File: src/rtl/tdma_pkg.sv
package tdma_pkg;

    typedef enum logic [2:0] {
        ST_IDLE,
        ST_LOOKUP,
        ST_ENT_LO,
        ST_ENT_HI,
        ST_DATA,
        ST_FINISH
    } tdma_state_e;

    localparam int FLG_ENABLE  = 0;
    localparam int FLG_TO_DEV  = 1;
    localparam int FLG_TC      = 8;
    localparam int FLG_MEMERR  = 9;
    localparam int FLG_ADDRERR = 10;

    localparam int OFS_TBL_BASE  = 'h000;
    localparam int OFS_TBL_LIMIT = 'h008;
    localparam int OFS_FAULT_SRC = 'h010;
    localparam int OFS_CHAN_BASE = 'h100;

    localparam int WORD_FLAGS = 1;
    localparam int WORD_COUNT = 2;
    localparam int WORD_LADDR = 3;
    localparam int ENTRY_BYTES = 8;

endpackage

File: src/rtl/tdma_regs.sv
module tdma_regs
    import tdma_pkg::*;
#(
    parameter int NUM_CH = 4,
    parameter int AW     = 32,
    parameter int RAW    = 9,
    localparam int CHW   = $clog2(NUM_CH)
) (
    input  logic           clk,
    input  logic           rst_n,
    input  logic           sw_we,
    input  logic [RAW-1:0] sw_addr,
    input  logic [AW-1:0]  sw_wdata,
    output logic [AW-1:0]  sw_rdata,
    input  logic           eng_we_flag,
    input  logic           eng_we_cnt,
    input  logic [CHW-1:0] eng_ch,
    input  logic [AW-1:0]  eng_flag_val,
    input  logic [AW-1:0]  eng_cnt_val,
    input  logic [NUM_CH-1:0] eng_nmi_set,
    output logic [AW-1:0]  ch_flags [NUM_CH],
    output logic [AW-1:0]  ch_count [NUM_CH],
    output logic [AW-1:0]  ch_laddr [NUM_CH],
    output logic [AW-1:0]  tbl_base,
    output logic [AW-1:0]  tbl_limit
);

    logic [AW-1:0]     words_q [NUM_CH][4];
    logic [AW-1:0]     base_q, limit_q;
    logic [NUM_CH-1:0] fault_q;

    logic           aligned, ch_hit;
    logic [RAW-1:0] slot;
    logic [CHW-1:0] sw_ch;
    logic [1:0]     sw_k;

    assign aligned = (sw_addr[2:0] == 3'b000);
    assign slot    = (sw_addr - RAW'(OFS_CHAN_BASE)) >> 3;
    assign sw_ch   = slot[2 +: CHW];
    assign sw_k    = slot[1:0];
    assign ch_hit  = aligned && (sw_addr >= RAW'(OFS_CHAN_BASE)) && (slot < RAW'(NUM_CH * 4));

    always_ff @(posedge clk) begin
        if (!rst_n) begin
            base_q  <= '0;
            limit_q <= '0;
            fault_q <= '0;
        end else begin
            fault_q <= fault_q | eng_nmi_set;
            if (sw_we && aligned && sw_addr == RAW'(OFS_TBL_BASE))  base_q  <= sw_wdata;
            if (sw_we && aligned && sw_addr == RAW'(OFS_TBL_LIMIT)) limit_q <= sw_wdata;
        end
    end

    always_ff @(posedge clk) begin
        for (int c = 0; c < NUM_CH; c++) begin
            for (int k = 0; k < 4; k++) begin
                if (!rst_n)
                    words_q[c][k] <= '0;
                else if (eng_we_flag && eng_ch == CHW'(c) && k == WORD_FLAGS)
                    words_q[c][k] <= eng_flag_val;
                else if (eng_we_cnt && eng_ch == CHW'(c) && k == WORD_COUNT)
                    words_q[c][k] <= eng_cnt_val;
                else if (sw_we && ch_hit && sw_ch == CHW'(c) && sw_k == 2'(k))
                    words_q[c][k] <= sw_wdata;
            end
        end
    end

    always_comb begin
        sw_rdata = '0;
        if (aligned) begin
            if (sw_addr == RAW'(OFS_TBL_BASE))       sw_rdata = base_q;
            else if (sw_addr == RAW'(OFS_TBL_LIMIT)) sw_rdata = limit_q;
            else if (sw_addr == RAW'(OFS_FAULT_SRC)) sw_rdata = AW'(fault_q);
            else if (ch_hit)                         sw_rdata = words_q[sw_ch][sw_k];
        end
    end

    for (genvar g = 0; g < NUM_CH; g++) begin : g_chan_out
        assign ch_flags[g] = words_q[g][WORD_FLAGS];
        assign ch_count[g] = words_q[g][WORD_COUNT];
        assign ch_laddr[g] = words_q[g][WORD_LADDR];
    end

    assign tbl_base  = base_q;
    assign tbl_limit = limit_q;

    AST_FAULT_STICKY: assert property (@(posedge clk) disable iff (!rst_n) (($past(fault_q) & ~fault_q) == '0));

endmodule

File: src/rtl/tdma_xfer_fsm.sv
module tdma_xfer_fsm
    import tdma_pkg::*;
#(
    parameter int NUM_CH = 4,
    parameter int AW     = 32,
    parameter int LW     = 16,
    parameter int PB     = 12,
    localparam int CHW   = $clog2(NUM_CH),
    localparam int PAGE_BYTES = 1 << PB
) (
    input  logic           clk,
    input  logic           rst_n,
    input  logic           req_valid,
    input  logic [CHW-1:0] req_chan,
    input  logic           req_to_mem,
    input  logic [LW-1:0]  req_len,
    input  logic [AW-1:0]  ch_flags [NUM_CH],
    input  logic [AW-1:0]  ch_count [NUM_CH],
    input  logic [AW-1:0]  ch_laddr [NUM_CH],
    input  logic [AW-1:0]  tbl_base,
    input  logic [AW-1:0]  tbl_limit,
    output logic           busy,
    output logic           mem_req,
    output logic           mem_we,
    output logic [AW-1:0]  mem_addr,
    output logic [LW-1:0]  mem_len,
    input  logic           mem_ack,
    input  logic [AW-1:0]  mem_rdata,
    output logic           eng_we_flag,
    output logic           eng_we_cnt,
    output logic [CHW-1:0] eng_ch,
    output logic [AW-1:0]  eng_flag_val,
    output logic [AW-1:0]  eng_cnt_val,
    output logic [NUM_CH-1:0] eng_nmi_set
);

    localparam logic [AW-1:0] ENTRY_MASK = {1'b0, {(AW-1){1'b1}}};
    localparam logic [AW-1:0] CLR_MASK   = AW'((1 << FLG_TC) | (1 << FLG_MEMERR) | (1 << FLG_ADDRERR));

    tdma_state_e state_q, state_d;

    logic [CHW-1:0] ch_q;
    logic           to_mem_q;
    logic [LW-1:0]  total_q, remain_q;
    logic [AW-1:0]  laddr_q, frame_q;

    logic [AW-1:0]  sel_flags, sel_count, clean_flags;
    logic           refuse;
    logic [LW-1:0]  clamped;
    logic [AW-1:0]  page_idx, entry_lo, entry_hi;
    logic           idx_ok;
    logic [LW-1:0]  room, chunk;

    assign sel_flags   = ch_flags[req_chan];
    assign sel_count   = ch_count[req_chan];
    assign clean_flags = sel_flags & ~CLR_MASK;
    assign refuse      = !sel_flags[FLG_ENABLE] || (req_to_mem == sel_flags[FLG_TO_DEV]);
    assign clamped     = (AW'(req_len) > sel_count) ? sel_count[LW-1:0] : req_len;

    assign page_idx = laddr_q >> PB;
    assign idx_ok   = page_idx < (tbl_limit >> $clog2(ENTRY_BYTES));
    assign entry_lo = (tbl_base + (page_idx << $clog2(ENTRY_BYTES))) & ENTRY_MASK;
    assign entry_hi = (entry_lo + AW'(4)) & ENTRY_MASK;
    assign room     = LW'(PAGE_BYTES) - LW'(laddr_q[PB-1:0]);
    assign chunk    = (remain_q < room) ? remain_q : room;

    always_comb begin
        state_d = state_q;
        unique case (state_q)
            ST_IDLE:   if (req_valid && !refuse) state_d = (clamped == '0) ? ST_FINISH : ST_LOOKUP;
            ST_LOOKUP: state_d = idx_ok ? ST_ENT_LO : ST_FINISH;
            ST_ENT_LO: if (mem_ack) state_d = ST_ENT_HI;
            ST_ENT_HI: if (mem_ack) state_d = ST_DATA;
            ST_DATA:   if (mem_ack) state_d = (remain_q == chunk) ? ST_FINISH : ST_LOOKUP;
            ST_FINISH: state_d = ST_IDLE;
            default:   state_d = ST_IDLE;
        endcase
    end

    always_ff @(posedge clk) begin
        if (!rst_n) state_q <= ST_IDLE;
        else        state_q <= state_d;
    end

    always_ff @(posedge clk) begin
        if (!rst_n) begin
            ch_q     <= '0;
            to_mem_q <= 1'b0;
            total_q  <= '0;
            remain_q <= '0;
            laddr_q  <= '0;
            frame_q  <= '0;
        end else begin
            if (state_q == ST_IDLE && req_valid && !refuse) begin
                ch_q     <= req_chan;
                to_mem_q <= req_to_mem;
                total_q  <= clamped;
                remain_q <= clamped;
                laddr_q  <= ch_laddr[req_chan];
            end
            if (state_q == ST_ENT_LO && mem_ack) frame_q <= mem_rdata;
            if (state_q == ST_DATA && mem_ack) begin
                remain_q <= remain_q - chunk;
                laddr_q  <= laddr_q + AW'(chunk);
            end
        end
    end

    always_comb begin
        mem_req      = 1'b0;
        mem_we       = 1'b0;
        mem_addr     = '0;
        mem_len      = '0;
        eng_we_flag  = 1'b0;
        eng_we_cnt   = 1'b0;
        eng_ch       = ch_q;
        eng_flag_val = '0;
        eng_cnt_val  = '0;
        eng_nmi_set  = '0;
        unique case (state_q)
            ST_IDLE: if (req_valid) begin
                eng_we_flag  = 1'b1;
                eng_ch       = req_chan;
                eng_flag_val = refuse ? (clean_flags | AW'(1 << FLG_MEMERR)) : clean_flags;
                eng_nmi_set[req_chan] = refuse;
            end
            ST_ENT_LO: begin
                mem_req  = 1'b1;
                mem_addr = entry_lo;
                mem_len  = LW'(4);
            end
            ST_ENT_HI: begin
                mem_req  = 1'b1;
                mem_addr = entry_hi;
                mem_len  = LW'(4);
            end
            ST_DATA: begin
                mem_req  = 1'b1;
                mem_we   = to_mem_q;
                mem_addr = frame_q + AW'(laddr_q[PB-1:0]);
                mem_len  = chunk;
            end
            ST_FINISH: begin
                eng_we_flag  = 1'b1;
                eng_flag_val = ch_flags[ch_q] | AW'(1 << FLG_TC);
                eng_we_cnt   = 1'b1;
                eng_cnt_val  = ch_count[ch_q] - AW'(total_q);
            end
            default: ;
        endcase
    end

    assign busy = (state_q != ST_IDLE);

    AST_IDLE_QUIET: assert property (@(posedge clk) disable iff (!rst_n) !busy |-> !mem_req);
    AST_REQ_HOLD: assert property (@(posedge clk) disable iff (!rst_n) (mem_req && !mem_ack) |=> (mem_req && $stable(mem_addr)));
    AST_ENTRY_LOW: assert property (@(posedge clk) disable iff (!rst_n) (mem_req && (state_q == ST_ENT_LO || state_q == ST_ENT_HI)) |-> !mem_addr[AW-1]);
    AST_PAGE_FIT: assert property (@(posedge clk) disable iff (!rst_n) (mem_req && mem_we) |-> ((32'(mem_addr[PB-1:0]) + 32'(mem_len)) <= 32'(PAGE_BYTES)));
    AST_FINISH_IDLE: assert property (@(posedge clk) disable iff (!rst_n) (state_q == ST_FINISH) |=> !busy);

endmodule

File: src/rtl/tdma_engine.sv
module tdma_engine
    import tdma_pkg::*;
#(
    parameter int NUM_CH = 4,
    parameter int LEN_W  = 16,
    parameter int REG_AW = 9,
    localparam int AW    = 32,
    localparam int CHW   = $clog2(NUM_CH)
) (
    input  logic              clk,
    input  logic              rst_n,
    input  logic              reg_we,
    input  logic [REG_AW-1:0] reg_addr,
    input  logic [AW-1:0]     reg_wdata,
    output logic [AW-1:0]     reg_rdata,
    input  logic              req_valid,
    input  logic [CHW-1:0]    req_chan,
    input  logic              req_to_mem,
    input  logic [LEN_W-1:0]  req_len,
    output logic              busy,
    output logic              mem_req,
    output logic              mem_we,
    output logic [AW-1:0]     mem_addr,
    output logic [LEN_W-1:0]  mem_len,
    input  logic              mem_ack,
    input  logic [AW-1:0]     mem_rdata
);

    logic [AW-1:0]     ch_flags [NUM_CH];
    logic [AW-1:0]     ch_count [NUM_CH];
    logic [AW-1:0]     ch_laddr [NUM_CH];
    logic [AW-1:0]     tbl_base, tbl_limit;
    logic              eng_we_flag, eng_we_cnt;
    logic [CHW-1:0]    eng_ch;
    logic [AW-1:0]     eng_flag_val, eng_cnt_val;
    logic [NUM_CH-1:0] eng_nmi_set;

    tdma_regs #(.NUM_CH(NUM_CH), .AW(AW), .RAW(REG_AW)) u_regs (
        .clk(clk), .rst_n(rst_n),
        .sw_we(reg_we), .sw_addr(reg_addr), .sw_wdata(reg_wdata), .sw_rdata(reg_rdata),
        .eng_we_flag(eng_we_flag), .eng_we_cnt(eng_we_cnt), .eng_ch(eng_ch),
        .eng_flag_val(eng_flag_val), .eng_cnt_val(eng_cnt_val), .eng_nmi_set(eng_nmi_set),
        .ch_flags(ch_flags), .ch_count(ch_count), .ch_laddr(ch_laddr),
        .tbl_base(tbl_base), .tbl_limit(tbl_limit)
    );

    tdma_xfer_fsm #(.NUM_CH(NUM_CH), .AW(AW), .LW(LEN_W), .PB(12)) u_fsm (
        .clk(clk), .rst_n(rst_n),
        .req_valid(req_valid), .req_chan(req_chan), .req_to_mem(req_to_mem), .req_len(req_len),
        .ch_flags(ch_flags), .ch_count(ch_count), .ch_laddr(ch_laddr),
        .tbl_base(tbl_base), .tbl_limit(tbl_limit),
        .busy(busy), .mem_req(mem_req), .mem_we(mem_we), .mem_addr(mem_addr), .mem_len(mem_len),
        .mem_ack(mem_ack), .mem_rdata(mem_rdata),
        .eng_we_flag(eng_we_flag), .eng_we_cnt(eng_we_cnt), .eng_ch(eng_ch),
        .eng_flag_val(eng_flag_val), .eng_cnt_val(eng_cnt_val), .eng_nmi_set(eng_nmi_set)
    );

endmodule

File: config.mk
export PLATFORM = sky130hd
export DESIGN_NAME = tdma_engine
export DESIGN_NICKNAME = d
export VERILOG_FILES = /design/src/rtl/tdma_pkg.sv /design/src/rtl/tdma_regs.sv /design/src/rtl/tdma_xfer_fsm.sv /design/src/rtl/tdma_engine.sv
export SDC_FILE = /design/constraint.sdc
export NUM_CORES = 2
export LEC_CHECK = 0
export BUFFER_PORTS_ARGS = -buffer_cell sky130_fd_sc_hd__buf_2
export CAP_MARGIN = 20
export CORE_UTILIZATION = 59
export CTS_BUF_LIST = sky130_fd_sc_hd__clkbuf_4
export DETAILED_ROUTE_END_ITERATION = 8
export MAX_ROUTING_LAYER = met4
export PLACE_DENSITY = 0.77
export REMOVE_ABC_BUFFERS = 1
export SLEW_MARGIN = 20
export SYNTH_ARGS = -nofsm -noshare
export SYNTH_HDL_FRONTEND = slang
export SYNTH_SLANG_ARGS = --single-unit
File: constraint.sdc
create_clock -name clk -period 5.1 [get_ports clk]
set_clock_uncertainty 0.05 [all_clocks]
set_input_delay 0.765 -clock clk [delete_from_list [all_inputs] [get_ports clk]]
set_output_delay 0.765 -clock clk [all_outputs]
set_load 0.005 [all_outputs]
==> metrics.md <==
| Metric | Value |
|---|---|
| CTS buffer count | 179 |
| Initial Util | 0.595 |
| R2R cell count | 29 |
| Vias in the first global route | 35,300 |
| Largest family of logic cells by synthesized area | multiplexers |
| Setup crit end kind | flip-flop |
| Final hold violations | 0 |
| Comb pwr share | 0.313 |
| Initial antenna violation count | 11 |
| Drt wl/cell | 26.5 um |
| IO Port Bufs | 176 |
| Seq cells post-synth | 682 |
| Horiz. Die Dim | 271 um |
| Post-synthesis sequential area ratio | 0.441 |
| Largest net degree at the start of global routing | 73 |
| Clk slew on worst S/H paths | 0.07 ns |
| Hold path depth | 3 |
| Fraction of layout cells with a size suffix above 1 | 0.296 |
| GP Congestion | 0.995 |
| Pint | 0.0113 W |
| Mux contribution to synthesized area | 0.166 |
| Total number of vias | 36,500 |
| Drt total wl | 142,000 um |
| NetSw | 0.00564 W |
| HPWL after DPL | 95,100 um |
| Min cycle time layout | 5.45 ns |
| Die ar. | 0.0732 mm2 |
| Synth Area in Adders | 0.0394 |
| Synth unique cells | 102 |
| CP delay by family, top | compound AO/OA/AOI/OAI gates |
| Area grow syn2layout | 17.1% |
| Post-layout nets | 4,482 |
| Max-cap violations | 0 |
| Worst-case clock buffer depth | 3 |
| Min-delay src | reg_wdata[30] |
| GRT overflow | 0 |
| Static Leak | 18.2 nW |
| Crit path top cell by count | buf_6 |
| CTS sink count | 682 |
| Max-slew headroom | 0.225 |
| Sw Share | 0.333 |
| Tot GR Track Use | 0.394 |
| H-tree Lvls | 4 |
| Largest stage delay on the critical path | 0.53 ns |
| Setup TNS | -6.25 ns |
| Tightest Pin Transition | 1.16 ns |
| Root buf cell | clkbuf_4 |
| Starting DRC count in detailed routing | 5,136 |
| Compound-Gate Fraction of Synth Area | 0.140 |
| Top_reg_cell synth | edfxtp_1 |
| Hold Path End | u_regs.tbl_limit[30] |
| Pwr Density | 340 mW/mm2 |
| Register-to-register setup slack | -0.35 ns |
| Xor/xnor cell area share of the yosys netlist | 0.0253 |
| Synth Instances | 3,878 |
| Critical path class | flip-flop to flip-flop |
| Antenna violation net count after detailed routing | 0 |
| Setup crit start kind | flip-flop |
| Fin cells | 5,355 |
| Slowest cell on the critical path | o41a_1 |
| Crit Path Max Fanout | 5 |
| DR pass1 iterations | 9 |
| Power share of the clock group | 0.299 |
| Number of synthesized flops with an enable pin | 512 |
| Placed Cells | 4,943 |
| VDD IR max | 0.271 mV |
| Ports | 180 |
| Critical R2R Launch | u_fsm.laddr_q[2] |
| First-pass GRT wire length | 211,000 um |
| Critical path required time | 5.95 ns |
| Async set-reset flop share out of synthesis | 0 |
| Rows | 98 |
| Final Cycle Share | 1.07 |
| CP bufs+invs | 5 |
| Yosys warns | 0 |
| Residual DRC | 0 |
| Fill cell count | 4,956 |
| Hold/Removal Path Class | input pin to flip-flop |
| Fin. max-slew vios | 0 |
| Outcome | complete, but fails checks |
| Syn_area_per_cell | 11.0 um2 |
| Final setup vio count | 42 |
| Reg power frac | 0.388 |
| WP data arrival | 6.30 ns |
| Final worst slack | -0.349 ns |
| Skew-Pair Late Insertion Delay | 1.08 ns |
| Failing checks | setup timing |
| Reg-to-Reg End | u_fsm.laddr_q[22] |
| Post-Synthesis Cell Area | 0.0426 mm2 |
| Via density | 6.81 |
| Die height | 271 um |
| RSZ-0062 raised after global routing | true |
| Synth Area in Simple Gates | 0.151 |
| Core ar. | 0.0715 mm2 |
| CTS tree | built |
| Upper clock frequency limit | 0.184 GHz |
==> final cells by class <==
cell class | count | area, um2 | area share
diodes | 10 | 25.0 | 0.000502
flip-flops and latches | 682 | 18800 | 0.377
multi-input cells | 2792 | 23500 | 0.471
clock inverters | 55 | 380 | 0.00763
inverters | 97 | 367 | 0.00736
well taps | 950 | 1190 | 0.0239
repair buffers | 502 | 3610 | 0.0724
clock buffers | 267 | 2000 | 0.0402
==> worst reg2reg max path, delay by kind of cell, from the launching register on <==
| kind | cells | cell delay [ns] |
|---|---|---|
| AOI/OAI and AO/OA | 12 | 2.53 |
| and+or+nand+nor | 9 | 1.09 |
| buffers and inverters | 5 | 0.65 |
| adders and majority gates | 2 | 0.50 |
| DFF | 1 | 0.33 |
| xor gates and xnor gates | 1 | 0.17 |
==> synth_stat cells (6+ instances only) <==
master	instances	area share
a2111oi_0	6	0.0012
a211oi_1	32	0.0056
a21boi_0	6	0.0011
a21o_1	37	0.0065
a21oi_1	214	0.025
a222oi_1	27	0.0064
a22o_1	76	0.016
a22oi_1	39	0.0069
a311oi_1	14	0.0029
a31oi_1	24	0.0035
and2_1	284	0.042
and3_1	26	0.0038
and4_1	14	0.0029
buf_1	37	0.0033
buf_2	7	0.00082
clkbuf_1	250	0.022
clkbuf_2	13	0.0015
dfxtp_1	170	0.080
edfxtp_1	512	0.36
ha_1	126	0.037
inv_1	96	0.0085
mux2_2	13	0.0034
mux2i_1	12	0.0028
mux4_2	301	0.16
nand2_1	542	0.048
nand2b_1	21	0.0031
nand3_1	56	0.0066
nand4_1	31	0.0046
nor2_1	158	0.014
nor2b_1	25	0.0037
nor3_1	36	0.0042
nor3b_1	6	0.0011
nor4_1	31	0.0046
o211ai_1	13	0.0023
o21a_1	26	0.0046
o21ai_0	251	0.030
o21ai_1	26	0.0031
o21bai_1	10	0.0018
o221a_2	7	0.0019
o221ai_1	19	0.0039
o22ai_1	26	0.0038
or2_2	11	0.0016
or3_1	16	0.0024
xnor2_1	59	0.012
xor2_1	60	0.012
==> power groups by stage <==
stage | Clock [W] | Combinational [W] | Sequential (W)
after global routing | 0.00538 | 0.00562 | 0.00661
after CTS | 0.00509 | 0.00490 | 0.00656
after global placement | 0 | 0.00448 | 0.00664
final | 0.00508 | 0.00530 | 0.00658
after detailed placement | 0 | 0.00453 | 0.00667
after floorplan | 0 | 0.00258 | 0.00664
==> how the worst max path moves through the flow <==
stage	from	to	cells past startpoint
floorplan	u_fsm.ch_q[0]	u_regs.words_q[1][62]	14
detailed placement	u_fsm.laddr_q[2]	u_fsm.laddr_q[26]	29
global route	u_fsm.laddr_q[1]	u_fsm.laddr_q[22]	27
global placement	u_fsm.laddr_q[2]	u_fsm.laddr_q[28]	29
CTS	u_regs.tbl_base[3]	mem_addr[29]	14
finish	u_fsm.laddr_q[2]	u_fsm.laddr_q[22]	29
==> metrics by stage <==
step / total power (W) / hold slack [ns] / setup WS [ns] / util / area [um2]
after floorplan: 0.00923 / 0.386 / -1.33 / - / 41400
after global placement: 0.0111 / 0.392 / -0.544 / 0.640 / 45800
after detailed placement: 0.0112 / 0.403 / -0.625 / 0.640 / 45800
after CTS: 0.0166 / 0.0180 / -0.451 / 0.688 / 49200
after global routing: 0.0176 / 0.0875 / -0.710 / 0.697 / 49800
final: 0.0170 / 0.100 / -0.349 / 0.697 / 49800
==> sequential cells by signal, indices dropped and copies added, names as in the netlist, 3 cells and up <==
register and count:
u_fsm.laddr_q 32, u_regs.tbl_base 32, u_fsm.remain_q 16, u_fsm.total_q 16, u_fsm.state_q 3, u_regs.words_q 512
u_regs.fault_q 4, u_fsm.frame_q 32, u_regs.tbl_limit 32
==> cell families (layout without fill, tap and decap cells) <==
group	count (synthesis)	in the layout
buffers and inverters	409	921
other	1	16
AOI/OAI and AO/OA	916	916
xor gates and xnor gates	121	121
muxes	326	326
adders and majority gates	131	131
DFF	682	682
and+or+nand+nor	1292	1292
==> repair_timing <==
item | in CTS | in global routing
gates resized for setup | 128 | 105
gates cloned | 1 | 0
setup buffers | 35 | 15
hold buffers | 33 | 0
setup endpoints to repair | 67 | 69
pin swaps | 74 | 82
endpoints found under the hold margin | 33 | 0
==> routing by layer <==
layer  vias to the layer above  GRT usage  part of all wire
met5                         -          -                 0
met3                       513      0.115              0.14
met4                         0      0.192             0.047
li1                      15600          -                 -
met1                     17600      0.476              0.34
met2                      2756      0.606              0.47
==> cells in the final DEF (no fill, tap or decap), types with 36 or more instances in the layout <==
master	count
a22o_1	76
dfxtp_1	163
and2_1	282
xnor2_1	54
nand2_1	535
inv_1	96
mux4_2	301
nand3_1	49
ha_1	113
o21ai_0	217
clkbuf_4	267
buf_4	269
edfxtp_1	512
xor2_1	58
buf_2	172
nor2_1	140
a21o_1	37
a22oi_1	39
a21oi_1	187
o21ai_1	36
(Power assumes the default switching activity.)
